[src/rtl/cpu_sleep_pkg.sv]
package cpu_sleep_pkg;
  typedef enum logic {
    ST_RUN   = 1'b0,
    ST_SLEEP = 1'b1
  } slp_state_e;

  typedef enum logic {
    SRC_IRQ = 1'b0,
    SRC_COP = 1'b1
  } wake_src_e;
endpackage

[src/rtl/irq_detect.sv]
module irq_detect #(
  parameter int NUM_IRQ = 8
) (
  input  logic [NUM_IRQ-1:0] pending_i,
  input  logic [NUM_IRQ-1:0] enable_i,
  output logic               hit_o
);
  logic [NUM_IRQ-1:0] live;

  // One gate per interrupt line: a line counts only when its mask bit is set.
  for (genvar g = 0; g < NUM_IRQ; g++) begin : g_line
    assign live[g] = pending_i[g] & enable_i[g];
  end

  assign hit_o = |live;
endmodule

[src/rtl/wake_latch.sv]
module wake_latch (
  input  logic clk,
  input  logic rst_n,
  input  logic set_i,
  input  logic clr_i,
  output logic held_o
);
  logic held_q;

  // A set arriving together with a clear wins, so a request is never lost.
  always_ff @(posedge clk or negedge rst_n) begin
    if (!rst_n) held_q <= 1'b0;
    else        held_q <= set_i | (held_q & ~clr_i);
  end

  assign held_o = held_q;


  latch_hold_chk: assert property (@(posedge clk) disable iff (!rst_n)
    (held_q && !clr_i) |=> held_q);

  latch_set_chk: assert property (@(posedge clk) disable iff (!rst_n)
    set_i |=> held_q);
endmodule

[src/rtl/sleep_fsm.sv]
module sleep_fsm
  import cpu_sleep_pkg::*;
(
  input  logic clk,
  input  logic rst_n,
  input  logic sleep_wr_i,
  input  logic irq_hit_i,
  input  logic cop_pend_i,
  input  logic cop_bus_busy_i,
  output logic cpu_run_o,
  output logic cpu_bus_req_o,
  output logic wake_src_o,
  output logic irq_resume_o
);
  slp_state_e state_q, state_d;
  wake_src_e  src_q, src_d;
  logic       resume_q, resume_d;
  logic       cop_ready;

  // A coprocessor wake is usable only after the coprocessor gives the bus back.
  assign cop_ready = cop_pend_i & ~cop_bus_busy_i;

  always_comb begin
    state_d  = state_q;
    src_d    = src_q;
    resume_d = 1'b0;
    unique case (state_q)
      ST_RUN: begin
        if (sleep_wr_i && !irq_hit_i && !cop_pend_i) state_d = ST_SLEEP;
      end
      ST_SLEEP: begin
        if (irq_hit_i) begin
          state_d  = ST_RUN;
          src_d    = SRC_IRQ;
          resume_d = 1'b1;
        end else if (cop_ready) begin
          state_d = ST_RUN;
          src_d   = SRC_COP;
        end
      end
      default: state_d = ST_RUN;
    endcase
  end

  always_ff @(posedge clk or negedge rst_n) begin
    if (!rst_n) begin
      state_q  <= ST_RUN;
      src_q    <= SRC_IRQ;
      resume_q <= 1'b0;
    end else begin
      state_q  <= state_d;
      src_q    <= src_d;
      resume_q <= resume_d;
    end
  end

  assign cpu_run_o     = (state_q == ST_RUN);
  assign cpu_bus_req_o = (state_q == ST_RUN);
  assign wake_src_o    = src_q;
  assign irq_resume_o  = resume_q;


  sleep_enter_chk: assert property (@(posedge clk) disable iff (!rst_n)
    (state_q == ST_RUN && sleep_wr_i && !irq_hit_i && !cop_pend_i) |=> !cpu_run_o && !cpu_bus_req_o);

  sleep_refuse_chk: assert property (@(posedge clk) disable iff (!rst_n)
    (state_q == ST_RUN && (irq_hit_i || cop_pend_i)) |=> cpu_run_o);

  stay_asleep_chk: assert property (@(posedge clk) disable iff (!rst_n)
    (state_q == ST_SLEEP && !irq_hit_i && !cop_ready) |=> !cpu_run_o);

  irq_wake_chk: assert property (@(posedge clk) disable iff (!rst_n)
    (state_q == ST_SLEEP && irq_hit_i) |=> cpu_run_o && !wake_src_o && irq_resume_o);

  cop_wake_chk: assert property (@(posedge clk) disable iff (!rst_n)
    (state_q == ST_SLEEP && !irq_hit_i && cop_ready) |=> cpu_run_o && wake_src_o && !irq_resume_o);

  resume_pulse_chk: assert property (@(posedge clk) disable iff (!rst_n)
    irq_resume_o |=> !irq_resume_o);
endmodule

[src/rtl/cpu_sleep_ctrl.sv]
module cpu_sleep_ctrl #(
  parameter int          NUM_IRQ    = 8,
  parameter int          ADDR_W     = 8,
  parameter logic [7:0]  SLEEP_ADDR = 8'h91,
  parameter logic [7:0]  ACK_ADDR   = 8'h92
) (
  input  logic               clk,
  input  logic               rst_n,
  input  logic               wr_en,
  input  logic [ADDR_W-1:0]  wr_addr,
  input  logic [NUM_IRQ-1:0] irq_pending,
  input  logic [NUM_IRQ-1:0] irq_enable,
  input  logic               cop_wake_req,
  input  logic               cop_bus_busy,
  output logic               cpu_run,
  output logic               cpu_bus_req,
  output logic               wake_src,
  output logic               irq_resume
);
  localparam logic [ADDR_W-1:0] SLP_A = ADDR_W'(SLEEP_ADDR);
  localparam logic [ADDR_W-1:0] ACK_A = ADDR_W'(ACK_ADDR);

  logic sleep_wr, ack_wr, irq_hit, cop_held, cop_pend;

  assign sleep_wr = wr_en && (wr_addr == SLP_A);
  assign ack_wr   = wr_en && (wr_addr == ACK_A);

  irq_detect #(.NUM_IRQ(NUM_IRQ)) u_irq (
    .pending_i (irq_pending),
    .enable_i  (irq_enable),
    .hit_o     (irq_hit)
  );

  wake_latch u_cop_latch (
    .clk    (clk),
    .rst_n  (rst_n),
    .set_i  (cop_wake_req),
    .clr_i  (ack_wr),
    .held_o (cop_held)
  );

  // A request that is live this cycle counts as pending before it reaches the latch.
  assign cop_pend = cop_held | cop_wake_req;

  sleep_fsm u_fsm (
    .clk            (clk),
    .rst_n          (rst_n),
    .sleep_wr_i     (sleep_wr),
    .irq_hit_i      (irq_hit),
    .cop_pend_i     (cop_pend),
    .cop_bus_busy_i (cop_bus_busy),
    .cpu_run_o      (cpu_run),
    .cpu_bus_req_o  (cpu_bus_req),
    .wake_src_o     (wake_src),
    .irq_resume_o   (irq_resume)
  );
endmodule

[config.mk]
export PLATFORM = sky130hd
export DESIGN_NAME = cpu_sleep_ctrl
export DESIGN_NICKNAME = d
export VERILOG_FILES = /design/src/rtl/cpu_sleep_pkg.sv /design/src/rtl/irq_detect.sv /design/src/rtl/wake_latch.sv /design/src/rtl/sleep_fsm.sv /design/src/rtl/cpu_sleep_ctrl.sv
export SDC_FILE = /design/constraint.sdc
export NUM_CORES = 1
export LEC_CHECK = 0
export CAP_MARGIN = 5
export CORE_AREA = 2 2 39 41
export CTS_CLUSTER_DIAMETER = 40
export CTS_CLUSTER_SIZE = 25
export DETAILED_ROUTE_END_ITERATION = 10
export DIE_AREA = 0 0 41 43
export DONT_BUFFER_PORTS = 1
export PLACE_DENSITY_LB_ADDON = 0.08
export SLEW_MARGIN = 20
export SYNTH_ARGS = -nofsm -noshare
export SYNTH_HDL_FRONTEND = slang
export SYNTH_SLANG_ARGS = --single-unit
export TNS_END_PERCENT = 50
[constraint.sdc]
create_clock -name clk -period 0.8 [get_ports clk]
set_input_delay 0 -clock clk [delete_from_list [all_inputs] [get_ports clk]]
set_output_delay 0 -clock clk [all_outputs]
set_load 0.01 [all_outputs]
==> results_dict.tcl <==
set metrics [dict create \
    outcome "finished, violations left" \
    violations "hold timing, setup timing" \
    path_class "flip-flop to primary output" \
    gp_congestion 0.611 \
    placementRows 14 \
    die_y_um 43 \
    dr.pass1.iters 3 \
    drv_cap 0 \
    layout_worst_path_cycle_share_pct 111 \
    cp.required_ns 0.80 \
    ys.flop_type "dfrtp_1" \
    die_w_um 41 \
    async_reset_ff_share_pct 100 \
    routedWlPerCell_um 13.6 \
    initial_core_util_pct 17.1 \
    power_mw 0.506 \
    regArea_um2 100 \
    synth_edf_count 0 \
    vias_per_cell 4.59 \
    vias 225 \
    place_area_um2 287 \
    rsz0062_at_grt "true" \
    drc 0 \
    yosysTopAreaCellShare_pct 42.3 \
    power_leakage_nw 0.139 \
    critPathMaxFanout 2 \
    tritoncts "done" \
    overflow 0 \
    yosysSeqAreaShare_pct 42.3 \
    combPwrFrac_pct 10.5 \
    grt_pass1_wl_um 1100 \
    ys_types 16 \
    crit_slowest_cell "dfrtp_1" \
    fmax_mhz 1130 \
    design_area_um2 357 \
    holdWs_ns -0.0422 \
    clk_latency_ns 0.23 \
    finalWorstSetupSlack_ns -0.0883 \
    powerDensity_nw_per_um2 1420 \
    yosys_warnings 0 \
    postCtsSetupRepairBufs 0 \
    switching_share_pct 19.6 \
    crit_arrival_ns 0.89 \
    grt_util_all_layers_pct 9.33 \
    utilization_pct 25.8 \
    hold_path.class "input pin to flip-flop" \
    p_clk_share_pct 48.4 \
    p_switching_mw 0.0991 \
    setup_violations 4 \
    tightest_slew_ns 0.199 \
    critPathCaptureType "primary output" \
    final_max_slew_viol_count 0 \
    root_buffer "clkbuf_4" \
    p_int_mw 0.407 \
    synth_top_cell_by_area "dfrtp_1" \
    antenna_found_initial 0 \
    ant_nets 0 \
    tns_ns -0.243 \
    ir_worst_vdd_uv 261 \
    diodes 0 \
    clock_sinks 4 \
    crit_chain "inv_2 > buf_6 > buf_6" \
    drt-total-wl_um 664 \
    drive_above_1_share_pct 33.3 \
    rrSetupSlack_ns -0.04 \
    yosys-top-cells-area "dfrtp_1 42%, a22oi_1 13%, nor3_4 6.9%" \
    synth_cells 23 \
    die-area_um2 1760 \
    dp_cells 42 \
    grt_pass1_vias 265 \
    fin_cells 49 \
    startpoint_type "flip-flop" \
    grt_start_max_net_pins 5 \
    yosys-top-cells-count "4 x a22oi_1, 4 x dfrtp_1, 2 x nand4_1" \
    nets 64 \
    dp_hpwl_um 596 \
    period_minus_slack_ns 0.888 \
    slew_headroom_pct 86.7 \
    synth.avg_cell_area_um2 10.3 \
    clk_pin_slew_ns 0.03 \
    finalHoldViolCount 1 \
    syn2layout_area_growth_pct 50.8 \
    fillers 160 \
    preCtsSetupSlack_ns -0.0323 \
    p_seq_share_pct 41.1 \
    portBuffers 0 \
    multi_input_area_um2 133 \
    ys_ff_latch 4 \
    numCtsBuffers 3 \
    cts_max_path_buffers 2 \
    syn_nets 52 \
    ios 33 \
    core_area_um2 1380 \
    finClkSkew_ns 0.00283 \
    cts_hold_buffers 4 \
    drtIter0Drc 1 \
    critPathMostFrequentCell "buf_6" \
    crit_path_max_incr_delay_ns 0.39 \
    htreeDepth 1 \
    syn-cell-area_um2 236 \
]
## final cells by class
| class | instances | area share, % |
|---|---|---|
| sequential | 4 | 28.1 |
| clock buffer | 3 | 6.32 |
| inverter | 1 | 1.05 |
| tap | 16 | 5.61 |
| multi-input combinational | 17 | 37.2 |
| timing repair buffer | 8 | 21.8 |
## routing by layer
layer / vias to the layer above / wire length, um / GRT usage, %
met5: - / 0 / 0
met1: 105 / 235 / 10.6
met4: 0 / 0 / 10.0
li1: 112 / - / -
met2: 8 / 382 / 14.1
met3: 0 / 45 / 0
## path summary, 6_finish.rpt
path                               startpoint                  to  depth (start not counted)
max in group asynchronous               rst_n       u_fsm.state_q                          1
max                             u_fsm.state_q         cpu_bus_req                          3
min in group asynchronous               rst_n    u_fsm.wake_src_o                          1
min                                wr_addr[5]       u_fsm.state_q                          3
max reg2reg                u_cop_latch.held_o       u_fsm.state_q                          3
min reg2reg                u_cop_latch.held_o  u_cop_latch.held_o                          1
## critical path, delay by kind of cell (launching register included)
| family | cells | cell delay, ns |
|---|---|---|
| buffers and inverters | 3 | 0.27 |
| flip-flops | 1 | 0.39 |
## registers in the layout (all words and copies together) (netlist names)
| signal | flops |
|---|---|
| u_fsm.state_q | 1 |
| u_cop_latch.held_o | 1 |
| u_fsm.wake_src_o | 1 |
| u_fsm.irq_resume_o | 1 |
## placed cells by master, fill, tap and decap left out, types with 2 or more instances in the layout
cell type | Yosys | layout
a22oi_1 | 4 | 4
dlygate4sd3_1 | 0 | 4
dfrtp_1 | 4 | 4
clkbuf_4 | 0 | 3
nand4_1 | 2 | 2
buf_6 | 0 | 2
buf_4 | 1 | 2
## what timing repair did
item                                    CTS  global route
gates resized for setup                   2             0
endpoints found under the hold margin     7             1
endpoints found under the setup margin    4             4
## cells by family (layout without fill, tap and decap cells)
logic type             count (synthesis)  after routing  synth area share [%]
flip-flops                             4              4                  42.3
buffers and inverters                  2             12                  4.76
AO/OA/AOI/OAI                          8              8                  23.8
AND/OR/NAND/NOR                        9              9                  29.1
## power by group through the flow
stage	clock (mW)	sequential, mW	combinational (mW)
6_report	0.245	0.208	0.0533
5_1_grt	0.267	0.208	0.0601
4_1_cts	0.261	0.208	0.0550
3_5_place_dp	0	0.210	0.0322
3_3_place_gp	0	0.210	0.0317
2_1_floorplan	0	0.211	0.0233
Power figures use the tool's default switching activity.
